==> src/rtl/lpm_pkg.sv <==
package lpm_pkg;

    localparam int MODE_W = 3;
    localparam int PWR_W  = 2;

    typedef enum logic [MODE_W-1:0] {
        M_RUN     = 3'd0,
        M_LPRUN   = 3'd1,
        M_LPWAIT  = 3'd2,
        M_STOP    = 3'd3,
        M_LPSTOP  = 3'd4,
        M_RETAIN  = 3'd5,
        M_DEEPOFF = 3'd6
    } mode_t;

    typedef enum logic [PWR_W-1:0] {
        PWR_FULL = 2'd0,
        PWR_KEEP = 2'd1,
        PWR_OFF  = 2'd2
    } pwr_t;

    typedef enum logic [2:0] {
        S_RUN, S_LPRUN, S_LPWAIT, S_STOP, S_LPSTOP, S_RETAIN, S_OFF, S_HOLD
    } lpm_state_t;

endpackage

==> src/rtl/lpm_hold_reg.sv <==
module lpm_hold_reg (
    input  logic clk,
    input  logic rst_n,
    input  logic wr,
    input  logic val,
    input  logic dom_rst,
    output logic hold_q
);
    // Always-on storage: only power-on reset clears it, never the debug reset.
    always_ff @(posedge clk or negedge rst_n) begin
        if (!rst_n)
            hold_q <= 1'b0;
        else if (wr && !dom_rst)
            hold_q <= val;
    end
endmodule

==> src/rtl/lpm_mode_fsm.sv <==
module lpm_mode_fsm
    import lpm_pkg::*;
(
    input  logic   clk,
    input  logic   rst_n,
    input  logic   req_valid,
    input  mode_t  req_mode,
    input  logic   wake,
    input  logic   dbg_en,
    input  logic   hold_q,
    output mode_t  eff_mode,
    output pwr_t   pwr_code,
    output logic   dbg_rst,
    output logic   sys_rst_hold,
    output logic   pseudo_flag
);
    lpm_state_t st, nxt;
    logic       subst;
    logic       ret_lp;

    // Next-state decision
    always_comb begin
        nxt   = st;
        subst = 1'b0;
        unique case (st)
            S_RUN: begin
                if (req_valid) begin
                    case (req_mode)
                        M_LPRUN:   nxt = S_LPRUN;
                        M_STOP:    nxt = S_STOP;
                        M_LPSTOP: begin
                            nxt   = dbg_en ? S_STOP : S_LPSTOP;
                            subst = dbg_en;
                        end
                        M_RETAIN:  nxt = S_RETAIN;
                        M_DEEPOFF: nxt = S_OFF;
                        default:   nxt = st;
                    endcase
                end
            end
            S_LPRUN: begin
                if (req_valid) begin
                    case (req_mode)
                        M_RUN:    nxt = S_RUN;
                        M_LPWAIT: nxt = S_LPWAIT;
                        M_LPSTOP: begin
                            nxt   = dbg_en ? S_STOP : S_LPSTOP;
                            subst = dbg_en;
                        end
                        default:  nxt = st;
                    endcase
                end
            end
            S_LPWAIT: if (wake) nxt = S_LPRUN;
            S_STOP, S_LPSTOP: if (wake) nxt = ret_lp ? S_LPRUN : S_RUN;
            S_RETAIN: if (wake) nxt = S_RUN;
            S_OFF:    if (wake) nxt = hold_q ? S_HOLD : S_RUN;
            S_HOLD:   if (!hold_q) nxt = S_RUN;
        endcase
    end

    // State register with return-path and substitution flag
    always_ff @(posedge clk or negedge rst_n) begin
        if (!rst_n) begin
            st          <= S_RUN;
            ret_lp      <= 1'b0;
            pseudo_flag <= 1'b0;
        end else begin
            st <= nxt;
            if (nxt != st && (nxt == S_STOP || nxt == S_LPSTOP))
                ret_lp <= (st == S_LPRUN);
            if (subst)
                pseudo_flag <= 1'b1;
            else if (nxt == S_RUN)
                pseudo_flag <= 1'b0;
        end
    end

    // Outputs decoded from the state
    always_comb begin
        eff_mode     = M_RUN;
        pwr_code     = PWR_FULL;
        dbg_rst      = 1'b0;
        sys_rst_hold = 1'b0;
        unique case (st)
            S_RUN:    eff_mode = M_RUN;
            S_LPRUN:  eff_mode = M_LPRUN;
            S_LPWAIT: eff_mode = M_LPWAIT;
            S_STOP:   eff_mode = M_STOP;
            S_LPSTOP: begin
                eff_mode = M_LPSTOP;
                pwr_code = PWR_OFF;
            end
            S_RETAIN: begin
                eff_mode = M_RETAIN;
                pwr_code = PWR_KEEP;
            end
            S_OFF: begin
                eff_mode = M_DEEPOFF;
                pwr_code = PWR_OFF;
                dbg_rst  = 1'b1;
            end
            S_HOLD: begin
                eff_mode     = M_RUN;
                sys_rst_hold = 1'b1;
            end
        endcase
    end
endmodule

==> src/rtl/lpm_pwr_fanout.sv <==
module lpm_pwr_fanout
    import lpm_pkg::*;
#(
    parameter int NUM_DBG_BLK = 5
) (
    input  pwr_t                          code,
    output logic [PWR_W*NUM_DBG_BLK-1:0]  blk_pwr
);
    for (genvar g = 0; g < NUM_DBG_BLK; g++) begin : g_blk
        assign blk_pwr[g*PWR_W +: PWR_W] = code;
    end
endmodule

==> src/rtl/lpm_dbg_ctrl.sv <==
module lpm_dbg_ctrl
    import lpm_pkg::*;
#(
    parameter int NUM_DBG_BLK = 5
) (
    input  logic                          clk,
    input  logic                          rst_n,
    input  logic                          req_valid,
    input  logic [2:0]                    req_mode,
    input  logic                          wake,
    input  logic                          dbg_en,
    input  logic                          hold_wr,
    input  logic                          hold_val,
    output logic [2:0]                    eff_mode,
    output logic                          pseudo_flag,
    output logic [2*NUM_DBG_BLK-1:0]      dbg_pwr,
    output logic                          dbg_rst,
    output logic                          sys_rst_hold
);
    logic  hold_q;
    mode_t mode_s;
    pwr_t  code_s;

    lpm_hold_reg u_hold (
        .clk     (clk),
        .rst_n   (rst_n),
        .wr      (hold_wr),
        .val     (hold_val),
        .dom_rst (dbg_rst),
        .hold_q  (hold_q)
    );

    lpm_mode_fsm u_fsm (
        .clk          (clk),
        .rst_n        (rst_n),
        .req_valid    (req_valid),
        .req_mode     (mode_t'(req_mode)),
        .wake         (wake),
        .dbg_en       (dbg_en),
        .hold_q       (hold_q),
        .eff_mode     (mode_s),
        .pwr_code     (code_s),
        .dbg_rst      (dbg_rst),
        .sys_rst_hold (sys_rst_hold),
        .pseudo_flag  (pseudo_flag)
    );

    lpm_pwr_fanout #(.NUM_DBG_BLK(NUM_DBG_BLK)) u_fan (
        .code    (code_s),
        .blk_pwr (dbg_pwr)
    );

    assign eff_mode = mode_s;
endmodule

==> config.mk <==
export PLATFORM = sky130hd
export DESIGN_NAME = lpm_dbg_ctrl
export DESIGN_NICKNAME = d
export VERILOG_FILES = /design/src/rtl/lpm_pkg.sv /design/src/rtl/lpm_hold_reg.sv /design/src/rtl/lpm_mode_fsm.sv /design/src/rtl/lpm_pwr_fanout.sv /design/src/rtl/lpm_dbg_ctrl.sv
export SDC_FILE = /design/constraint.sdc
export NUM_CORES = 1
export LEC_CHECK = 0
export BUFFER_PORTS_ARGS = -buffer_cell sky130_fd_sc_hd__buf_2
export CORE_MARGIN = 2
export CORE_UTILIZATION = 52
export CTS_CLUSTER_DIAMETER = 200
export DETAILED_ROUTE_END_ITERATION = 16
export PLACE_DENSITY = 0.88
export SYNTH_ARGS = -nofsm -noshare
export SYNTH_HDL_FRONTEND = slang
export SYNTH_SLANG_ARGS = --single-unit
export TNS_END_PERCENT = 20
==> constraint.sdc <==
create_clock -name clk -period 5.5 [get_ports clk]
set_input_delay 0.55 -clock clk [delete_from_list [all_inputs] [get_ports clk]]
set_output_delay 0.55 -clock clk [all_outputs]
set_load 0.005 [all_outputs]
======== Word-level counts from Yosys, hierarchy flattened ========
Index checks and enable logic that the tools add are counted.
operators by class
  reductions and logical operators ........ 12
  eq/ne operators ......................... 16
  multiplexer cells ....................... 22
operators by type and width
  cell                                                             count
  3-bit case mux with 7 select lines                               2
  3-bit two-way mux                                                9
  3-bit == test, second input constant                             8
  3-bit by 2-bit == test with 1-bit output, second input constant  5
  3-bit case mux with 5 select lines                               1
  3-bit logical NOT                                                3
  3-bit case mux with 3 select lines                               1
  1-bit two-way mux                                                8
  2-bit OR reduction                                               4
  3-bit by 1-bit == test with 1-bit output, second input constant  2
  2-bit case mux with 2 select lines                               1
  3-bit != test                                                    1
  1-bit logical AND                                                2
  2-bit nonzero test                                               1
  1-bit logical NOT                                                1
  1-bit logical OR                                                 1
storage, ports and cells
  word-level logic and storage cells ...... 54
  output and inout port bits .............. 16
  register bits ........................... 6
  input port bits ......................... 10

======== Logic depth before layout (Yosys ltp) ========
Gate-level depths: netlist of the first run.
  depth in word-level cells ............... 7
  gate-level depth with buffers ........... 9
  mapped depth without buffers ............ 7

======== Hierarchy ========
From an unflattened synthesis of the first run, not the netlist that was laid out.
unflattened totals
  cells, all modules ...................... 106
  area, all modules ....................... 803.3 µm²
by module, submodules not included
  module          area each (µm²)  cells an instance  times used
  lpm_mode_fsm    674.4            93                 1
  lpm_pwr_fanout  75.1             10                 1
  lpm_hold_reg    53.8             3                  1

======== Worst setup path after synthesis of the first run ========
OpenSTA, ideal clock, no wires.
  kind .................................... input to register
  from .................................... input port req_mode[2]
  to ...................................... register u_fsm.ret_lp
  stages on the path ...................... 8
  path slack .............................. 3657 ps
  data required time ...................... 5378 ps
  library setup time ...................... 122 ps
  buffers on the path ..................... 1
  arrival time ............................ 1721 ps
  cell sequence ........................... buf_2 nand2_1 a211oi_1 nor3b_1 o22ai_2 inv_1 nand3_1 a32o_1
between the ends
  longest elaborated chain between the ends .. 7
  elaborated cells between the ends (all ways) .. 17
  classes of those cells .................. eq/ne (9); mux (5); reduce/logical (3)
RTL lines
  item                                                                                             line                                    source
  from (decl)                                                                                      lpm_dbg_ctrl.sv:9                       input logic [2:0] req_mode,
  3-bit == test (tied with other cells)                                                            lpm_mode_fsm.sv:28                      case (req_mode)
  3-bit case mux with 5 select lines / 3-bit case mux with 3 select lines (equally long branches)  lpm_mode_fsm.sv:28, lpm_mode_fsm.sv:43
  3-bit two-way mux, on equally long branches                                                      lpm_mode_fsm.sv:27, lpm_mode_fsm.sv:42
  3-bit case mux with 7 select lines *                                                             lpm_mode_fsm.sv:25                      unique case (st)
  via u_fsm.nxt[2]                                                                                 lpm_mode_fsm.sv:17                      lpm_state_t st, nxt;
  3-bit by 2-bit == test with 1-bit output / 3-bit == test (equally long branches)                 lpm_mode_fsm.sv:70                      if (nxt != st && (nxt == S_STOP || nxt == S_LPSTOP))
  1-bit logical OR                                                                                 lpm_mode_fsm.sv:70
  1-bit logical AND *                                                                              lpm_mode_fsm.sv:70
  to (signal assigned)                                                                             lpm_mode_fsm.sv:71                      ret_lp <= (st == S_LPRUN);
  to (decl)                                                                                        lpm_mode_fsm.sv:19                      logic ret_lp;
The timed path passes the listed nets; every way through them passes the cells marked *.
A chain may end at the register's enable or synchronous reset.

======== Worst setup path in the final report of the first run ========
  from .................................... register u_fsm.st[1]
  to ...................................... register u_fsm.ret_lp
between the ends
  longest elaborated chain between the ends .. 6
  elaborated cells between the ends (all ways) .. 24
  classes of those cells .................. eq/ne (10); mux (10); reduce/logical (4)
RTL lines
  item                                                                              line                source
  from (decl)                                                                       lpm_mode_fsm.sv:17
  from (signal assigned)                                                            lpm_mode_fsm.sv:69  st <= nxt;
  3-bit case mux with 5 select lines (tied with other cells)                        lpm_mode_fsm.sv:28
  3-bit two-way mux (tied with other cells)                                         lpm_mode_fsm.sv:27  if (req_valid) begin
  3-bit case mux with 7 select lines                                                lpm_mode_fsm.sv:25
  3-bit by 2-bit == test with 1-bit output / 3-bit == test (equally long branches)  lpm_mode_fsm.sv:70
  1-bit logical OR                                                                  lpm_mode_fsm.sv:70
  1-bit logical AND                                                                 lpm_mode_fsm.sv:70
Parallel ways exist; a longest one is shown, timed or not.

==> impl_metrics.ini, run 1 <==
[synth]
synth_area_um2 = 734
synth_fp_nets = 103
ys_async_sr_fraction = 1.00
yosys.area.top_type = dfrtp_1
synth_warnings = 0
synthTopCellsByArea = dfrtp_1 (20%), buf_4 (8.2%), nand2_1 (5.1%)
synth.distinct_cells = 39
synth-edff-count = 0
synth_top_area_frac = 0.204
avgSynthCellArea_um2 = 7.90
synth-main-ff-cell = dfrtp_1
netlist_instances = 93
seq_area_frac_synth = 0.204
synth_seq_cells = 6

[clock_network]
ctsHtreeMaxLevel = 1
post-cts-setup-buffers = 0
clock_path_buffers = 2
cts.clk_slew.worst_paths_ns = 0.04
clockRootBuffer = clkbuf_4
clk-insertion-delay-late_ns = 0.24
cts_hold_buf = 0
cts_resized = 0
cts_buffers = 3
cts.sinks = 6
cts_tree = yes

[timing]
timing.fmax_ghz = 0.485
skew_ns = 0.00172
setup_ws_ns = 3.44
maxSlewViolCount = 0
max_slew_margin = 0.656
finalCritPeriodShare = 0.375
tightest_slew_ns = 0.516
fin_tns_setup_ns = 0
grt_setup_unrepaired = no
min_period_ns = 2.06
setup_viol = 0
hold_viol = 0

[power_and_ir_drop]
powerDensity_nw_per_um2 = 493
peakVddDrop_v = 0.000293
p_leak_nw = 0.395

[global_route]
first_global_vias = 636
overflow = 0
antenna_found_initial = 0
grt_pass1_wl_mm = 2.70
grt_usage = 0.198
grt_max_degree = 19

[finish]
final_common_cell = buf_2
stdcell_count = 121
mostFrequentLayoutCells = buf_2 (25), nand2_1 (10), dfrtp_1 (6)
layout-drive-gt1-share = 0.340
num-nets-final = 118
final_util = 0.604
final_area_um2 = 796
diodes = 0
area_growth_pct = 8.35
fillCellCount = 117

[placed_design]
post-dp-hpwl_mm = 1.22
place_ws_ns = 3.45
place.gp.congestion = 0.781
dp_cells = 118
place_area_um2 = 773
portBuffers = 25

[route]
vias = 690
wl_per_cell_um = 12.6
vias_per_cell = 5.70
drtIter0Drc = 11
route.detailed.drc = 0
dr.pass1.iters = 4
postRouteAntennaNets = 0
finalWirelength_mm = 1.53

[critical_path]
critPathKind = flip-flop to flip-flop
crit_required_ns = 5.62
start_kind = flip-flop
arrival_ns = 2.18
cp-end-kind = flip-flop
worst-path-max-fanout = 17

[die]
rows = 13
die_area_um2 = 1730
start_util = 0.557
die_h_um = 41.6
dieWidth_um = 41.6
boundaryPins = 26
coreArea_um2 = 1320

[job]
maxCapViolCount = 0

[outcome]
outcome = complete, no violations

[hold_path]
min_path_type = input pin to async pin
report_power, final:
group          switching (mW)  internal, mW
clock                  0.0140        0.0246
combinational           0.120         0.124
sequential             0.0475        0.0626
total                   0.181         0.211
logic make-up (layout without fill, tap and decap cells):
| group | Yosys count | in the layout | synth area share |
|---|---|---|---|
| AND/OR/NAND/NOR | 34 | 34 | 0.244 |
| AO/OA/AOI/OAI | 28 | 28 | 0.312 |
| XOR/XNOR | 1 | 1 | 0.0119 |
| multiplexers | 4 | 4 | 0.0596 |
| buffers and inverters | 20 | 33 | 0.169 |
| flip-flops | 6 | 6 | 0.204 |
final cells by class:
class	instances	area, um^2	area share
multi-input cells	67	460	0.579
flip-flops and latches	6	150	0.189
repair buffers	25	125	0.157
clock buffers	3	22.5	0.0283
inverters	5	18.8	0.0236
well taps	15	18.8	0.0236
critical path, cell delays in order, from the launching register on:
cell      delay, ns
dfrtp_1        0.62
or2_0          0.41
o21bai_4       0.21
o41a_1         0.16
a21o_1         0.17
nand3_1        0.09
a32o_1         0.28
worst paths after layout:
check | start | endpoint | slack, ns | cells past startpoint
min in group clk | u_fsm.pseudo_flag | u_fsm.pseudo_flag | 0.50 | 1
max | u_fsm.st[1] | u_fsm.ret_lp | 3.44 | 6
min reg2reg | u_fsm.pseudo_flag | u_fsm.pseudo_flag | 0.50 | 1
min | rst_n | u_fsm.st[2] | 0.13 | 1
max in group asynchronous | rst_n | u_fsm.ret_lp | 5.23 | 1
max reg2reg | u_fsm.st[1] | u_fsm.ret_lp | 3.44 | 6
registers in the layout, indices dropped and copies added (netlist names):
register           count
u_hold.hold_q          1
u_fsm.ret_lp           1
u_fsm.pseudo_flag      1
u_fsm.st               3
layer usage:
metal / global-route usage / share of wire / vias up
met5: 0 / 0 / -
met4: 0.103 / 0.012 / 0
met3: 0.0261 / 0.058 / 4
met2: 0.328 / 0.48 / 23
met1: 0.249 / 0.45 / 309
li1: - / - / 354
Yosys cell counts (all sizes together) (2+ instances only):
master	instances
nand2b	3
nand2	10
and2	3
buf	13
o22ai	4
clkbuf	2
nand3	3
inv	5
nor3b	2
nor2b	3
a22o	2
o21ai	3
a21oi	3
a21o	4
mux2	3
nor3	3
nor2	4
dfrtp	6
per-stage QoR:
| stage | hold slack, ns | total power [mW] |
|---|---|---|
| finish | 0.128 | 0.392 |
| floorplan | 0.254 | 0.324 |
| detailed placement | 0.379 | 0.354 |
| global route | 0.130 | 0.431 |
| global placement | 0.377 | 0.344 |
| CTS | 0.121 | 0.395 |
No activity file was read; power rests on OpenSTA's default activity.
==> inputs of run 2 (changes only) <==
Settings changed: ABC_AREA set to 1, CORE_UTILIZATION 52 to 48, PLACE_DENSITY 0.88 to 0.82.
Clock period 5.5 ns to 1.93 ns, I/O delays scaled along.
==> run 2 against run 1 <==
Compared with the run above: clock-buffer cell count unchanged; hold slack better by 0.095 ns; global-route usage down 0.83 points; largest cell class unchanged; largest power group unchanged; highest routed layer unchanged.
==> impl_metrics.ini, run 2 <==
[global_route]
first_global_vias = 680
grt_pass1_wl_mm = 2.73
met3_usage = 0.0426
overflow = 0
grt_usage = 0.190
antenna_found_initial = 0
grt_util_met2 = 0.316
grt_max_degree = 13
top_usage_layer = met2
grt_util_met1 = 0.238

[timing]
tightest_slew_ns = 0.415
finalCritPeriodShare = 0.908
max_slew_margin = 0.724
timing.fmax_ghz = 0.571
maxSlewViolCount = 0
hold_viol = 0
skew_ns = 0.00787
fin_tns_setup_ns = 0
fin_hold_ws_ns = 0.223
min_period_ns = 1.75
grt_setup_unrepaired = no
setup_viol = 0

[clock_network]
cts.sinks = 6
cts.clk_slew.worst_paths_ns = 0.05
clockRootBuffer = clkbuf_4
cts_buffers = 3
ctsHtreeMaxLevel = 1
cts_tree = yes
clock_path_buffers = 2
cts_resized = 0
clk-insertion-delay-late_ns = 0.24

[job]
maxCapViolCount = 0

[power_and_ir_drop]
powerDensity_nw_per_um2 = 1530
peakVddDrop_v = 0.000721
p_leak_nw = 0.526

[synth]
synthTopCellsByArea = nand2_1 (23%), dfrtp_1 (20%), buf_4 (9.2%)
yosys.area.top_type = nand2_1
synth_warnings = 0
synth_seq_cells = 6
synth-edff-count = 0
synth-main-ff-cell = dfrtp_1
synth_area_um2 = 737
synth_top_area_frac = 0.229
synth_commonest_cells = nand2_1 (45), nor2_1 (18), nand3_1 (12)
netlist_instances = 130
seq_area_frac_synth = 0.204
synth.distinct_cells = 18
yosysMostFrequentCell = nand2_1
synth_fp_nets = 140
avgSynthCellArea_um2 = 5.67
ys_async_sr_fraction = 1.00

[route]
postRouteAntennaNets = 0
drtIter0Drc = 14
finalWirelength_mm = 1.58
wl_per_cell_um = 9.62
dr.pass1.iters = 4
vias = 808
route.detailed.drc = 0
vias_per_cell = 4.93

[critical_path]
crit_required_ns = 2.05
critPathKind = flip-flop to flip-flop
max_stage_delay_ns = 0.59
slowest_stage = dfrtp_1
worst-path-max-fanout = 12
worst_path_most_repeated_cell = nand2_1
cp-end-kind = flip-flop
arrival_ns = 1.87
cp_cell_sequence = nor2_2 > nand2_1 > clkinv_1 > a21oi_1 > nand2_2 > nand2_2 > nand3_1 > nand2_1 > nand2_1 > nand2_1 > nand2_1
start_kind = flip-flop

[placed_design]
portBuffers = 25
post-dp-hpwl_mm = 1.24
place.gp.congestion = 0.902
dp_cells = 160
place_area_um2 = 792

[die]
coreArea_um2 = 1470
die_area_um2 = 1860
dieWidth_um = 43.2
boundaryPins = 26
rows = 14
die_h_um = 43.2
start_util = 0.501

[finish]
stdcell_count = 164
num-nets-final = 160
diodes = 0
mostFrequentLayoutCells = nand2_1 (45), buf_2 (25), nor2_1 (18)
regMostFlops = u_fsm.st
final_common_cell = nand2_1
final_area_um2 = 825
layout-drive-gt1-share = 0.291
area_growth_pct = 11.9
final_util = 0.560
largest_reg_flops = 3

[hold_path]
min_path_type = input pin to flip-flop

[outcome]
outcome = complete, no violations
## run 2: cell types whose count changed in the layout (fill, tap and decap cells not counted), moves of 4 or more
cell | previous run | this run
inv_1 | 4 | 11
nand2_1 | 10 | 45
nand3_1 | 3 | 12
nor2_1 | 4 | 18
a21o_1 | 4 | 0
nand2_2 | 0 | 5
## run 2: layout make-up
type                    instances  area [um^2]
clock buffers                   3         22.5
multi-input cells              97          437
inverters                      16         60.1
repair buffers                 26          135
well taps                      16         20.0
flip-flops and latches          6          150
fillers                       150          647
## run 2: worst paths after layout
path                            depth (start not counted)                end              start  slack (ns)
worst max register to register                         11       u_fsm.ret_lp        u_fsm.st[1]        0.18
worst min-delay path                                    3      u_hold.hold_q            hold_wr        0.22
min in group asynchronous                               2      u_hold.hold_q              rst_n        0.34
worst min register to register                          2  u_fsm.pseudo_flag  u_fsm.pseudo_flag        0.47
max in group asynchronous                               2       u_fsm.ret_lp              rst_n        1.44
worst max-delay path                                   11       u_fsm.ret_lp        u_fsm.st[1]        0.18
## run 2: through the flow
step           setup WS, ns  total power [mW]
6_report              0.178              1.26
5_1_grt              0.0326              1.40
4_1_cts               0.184              1.26
3_5_place_dp          0.202              1.14
3_3_place_gp          0.220              1.13
2_1_floorplan         0.490              1.02
## run 2: layer usage
metal,part of all wire,vias to the layer above
li1,-,438
met1,0.46,342
met5,0,-
met2,0.46,26
met4,0.018,0
met3,0.059,2
## run 2: where the power goes
part           internal [mW]  switching [mW]  total [mW]
Sequential             0.175           0.101       0.276
Combinational          0.326           0.542       0.868
Clock                 0.0702          0.0437       0.114
## run 2: repair_timing
action,CTS,global route
setup buffers,0,0
endpoints found under the hold margin,6,0
hold buffers,1,0
## run 2: cell families (layout without fill, tap and decap cells)
kind of cell	count (synthesis)	in the layout	share of synthesized area
and+or+nand+nor	91	91	0.552
buffers and inverters	27	45	0.204
DFF	6	6	0.204
AOI/OAI and AO/OA	6	6	0.0407
## run 2: worst max-delay path, delay by kind of cell, from the launching register on
| family | cells | cell delay, ns |
|---|---|---|
| and+or+nand+nor | 9 | 0.73 |
| DFF | 1 | 0.59 |
| buffers and inverters | 1 | 0.13 |
| AOI/OAI and AO/OA | 1 | 0.19 |
==> inputs of run 3 (changes only) <==
Settings changed: PLACE_DENSITY 0.82 to not set, PLACE_DENSITY_LB_ADDON set to 0.05.
==> run 3 against run 2 <==
Compared with the run above: via count is 0.87% higher; register-to-register slack hardly changed; clock skew is 0.0030 ns lower; power is 1.0% higher; non-clock buffer count stayed put; die area stayed put; global-route usage is 1.0 points lower; first-iteration DRC count is 7.1% higher; final area is 0.15% higher; hold slack worse by 0.018 ns; sequential cell count stayed put; largest cell class unchanged.
==> impl_metrics.ini, run 3 (same netlist as run 2, synthesis figures left out) <==
[outcome]
outcome = complete, no violations

[route]
vias_per_cell = 4.97
postRouteAntennaNets = 0
drtIter0Drc = 15
vias = 815
dr.pass1.iters = 4
finalWirelength_mm = 1.60
route.detailed.drc = 0
wl_per_cell_um = 9.78

[timing]
timing.fmax_ghz = 0.572
skew_ns = 0.00488
hold_viol = 0
maxSlewViolCount = 0
tightest_slew_ns = 0.426
fin_hold_ws_ns = 0.205
max_slew_margin = 0.716
setup_ws_ns = 0.181
finalCritPeriodShare = 0.906
min_period_ns = 1.75
fin_tns_setup_ns = 0
setup_viol = 0

[placed_design]
post-dp-hpwl_mm = 1.26
place_ws_ns = 0.220
place_area_um2 = 792
portBuffers = 25
place.gp.congestion = 0.870
dp_cells = 160

[clock_network]
cts.sinks = 6
cts_buffers = 3
ctsHtreeMaxLevel = 1
clock_path_buffers = 2
cts_tree = yes
cts.clk_slew.worst_paths_ns = 0.04
clockRootBuffer = clkbuf_4
clk-insertion-delay-late_ns = 0.24

[critical_path]
cp_cell_sequence = nor2_2 > nand2_1 > clkinv_1 > a21oi_1 > nand2_2 > nand2_2 > nand3_1 > nand2_1 > nand2_1 > nand2_1 > nand2_1
cp_top_family = simple AND/OR/NAND/NOR gates
arrival_ns = 1.87
critPathKind = flip-flop to flip-flop
worstPathBufferInverterCount = 1
cp-end-kind = flip-flop
worst_path_most_repeated_cell = nand2_1
crit_required_ns = 2.05
max_stage_delay_ns = 0.60
worst-path-max-fanout = 12
slowest_stage = dfrtp_1
start_kind = flip-flop

[finish]
final_area_um2 = 826
area_growth_pct = 12.1
largest_reg_flops = 3
layout-drive-gt1-share = 0.297
final_common_cell = nand2_1
stdcell_count = 164
fillCellCount = 150
num-nets-final = 160
diodes = 0
final_util = 0.561
regMostFlops = u_fsm.st
mostFrequentLayoutCells = nand2_1 (45), buf_2 (25), nor2_1 (18)

[global_route]
grt_usage = 0.180
antenna_found_initial = 0
grt_pass1_wl_mm = 2.57
first_global_vias = 616
overflow = 0
grt_max_degree = 13

[job]
maxCapViolCount = 0

[die]
rows = 14
die_area_um2 = 1860
dieWidth_um = 43.2
coreArea_um2 = 1470
boundaryPins = 26
start_util = 0.501
die_h_um = 43.2

[power_and_ir_drop]
switching_share = 0.549
p_leak_nw = 0.525
p_clk_frac = 0.089
combPwrFrac = 0.688
p_switching_mw = 0.698
power.total_mw = 1.27
power.internal_mw = 0.573
seqPwrFrac = 0.223
powerDensity_nw_per_um2 = 1540
peakVddDrop_v = 0.000689

[hold_path]
min_path_type = input pin to flip-flop
[run 3: repair_timing]
item / 4_1_cts / 5_1_grt
setup endpoints to repair: 0 / 1
gates resized for setup: 0 / 1
buffers inserted: 0 / 0
endpoints found under the hold margin: 6 / 0
hold buffers: 1 / 0
[run 3: power groups by stage]
stage | sequential [mW] | combinational [mW] | clock (mW)
finish | 0.283 | 0.874 | 0.113
detailed placement | 0.280 | 0.866 | 0
floorplan | 0.202 | 0.821 | 0
global placement | 0.277 | 0.874 | 0
CTS | 0.279 | 0.871 | 0.116
global route | 0.297 | 1.00 | 0.126
[run 3: area by class of cell]
class / instances / area, um^2 / share of cell area
Tap cell: 16 / 20.0 / 0.0242
Clock buffer: 3 / 22.5 / 0.0273
Sequential cell: 6 / 151 / 0.183
Timing Repair Buffer: 26 / 135 / 0.164
Multi-Input combinational cell: 97 / 437 / 0.529
Inverter: 16 / 60.1 / 0.0727
[run 3: worst reg2reg max path: cells and delay by family, from the launching register on]
kind / cells / cell delay (ns)
buf+inv: 1 / 0.12
simple gates: 9 / 0.71
compound gates: 1 / 0.20
flops: 1 / 0.60
[run 3: metal layers]
metal	wire length [um]	GRT usage	share of wire
met5	0	0	0
met4	16	0.0485	0.010
met3	84	0.0511	0.052
met2	762	0.266	0.48
met1	741	0.255	0.46
[run 3: final timing paths]
path	startpoint	endpoint	slack, ns	cells past startpoint
max in group asynchronous	rst_n	u_fsm.st[2]	1.48	2
worst max-delay path	u_fsm.st[1]	u_fsm.ret_lp	0.18	11
worst max register to register	u_fsm.st[1]	u_fsm.ret_lp	0.18	11
min in group asynchronous	rst_n	u_hold.hold_q	0.29	2
worst min register to register	u_fsm.pseudo_flag	u_fsm.pseudo_flag	0.48	2
worst min-delay path	hold_val	u_hold.hold_q	0.20	3
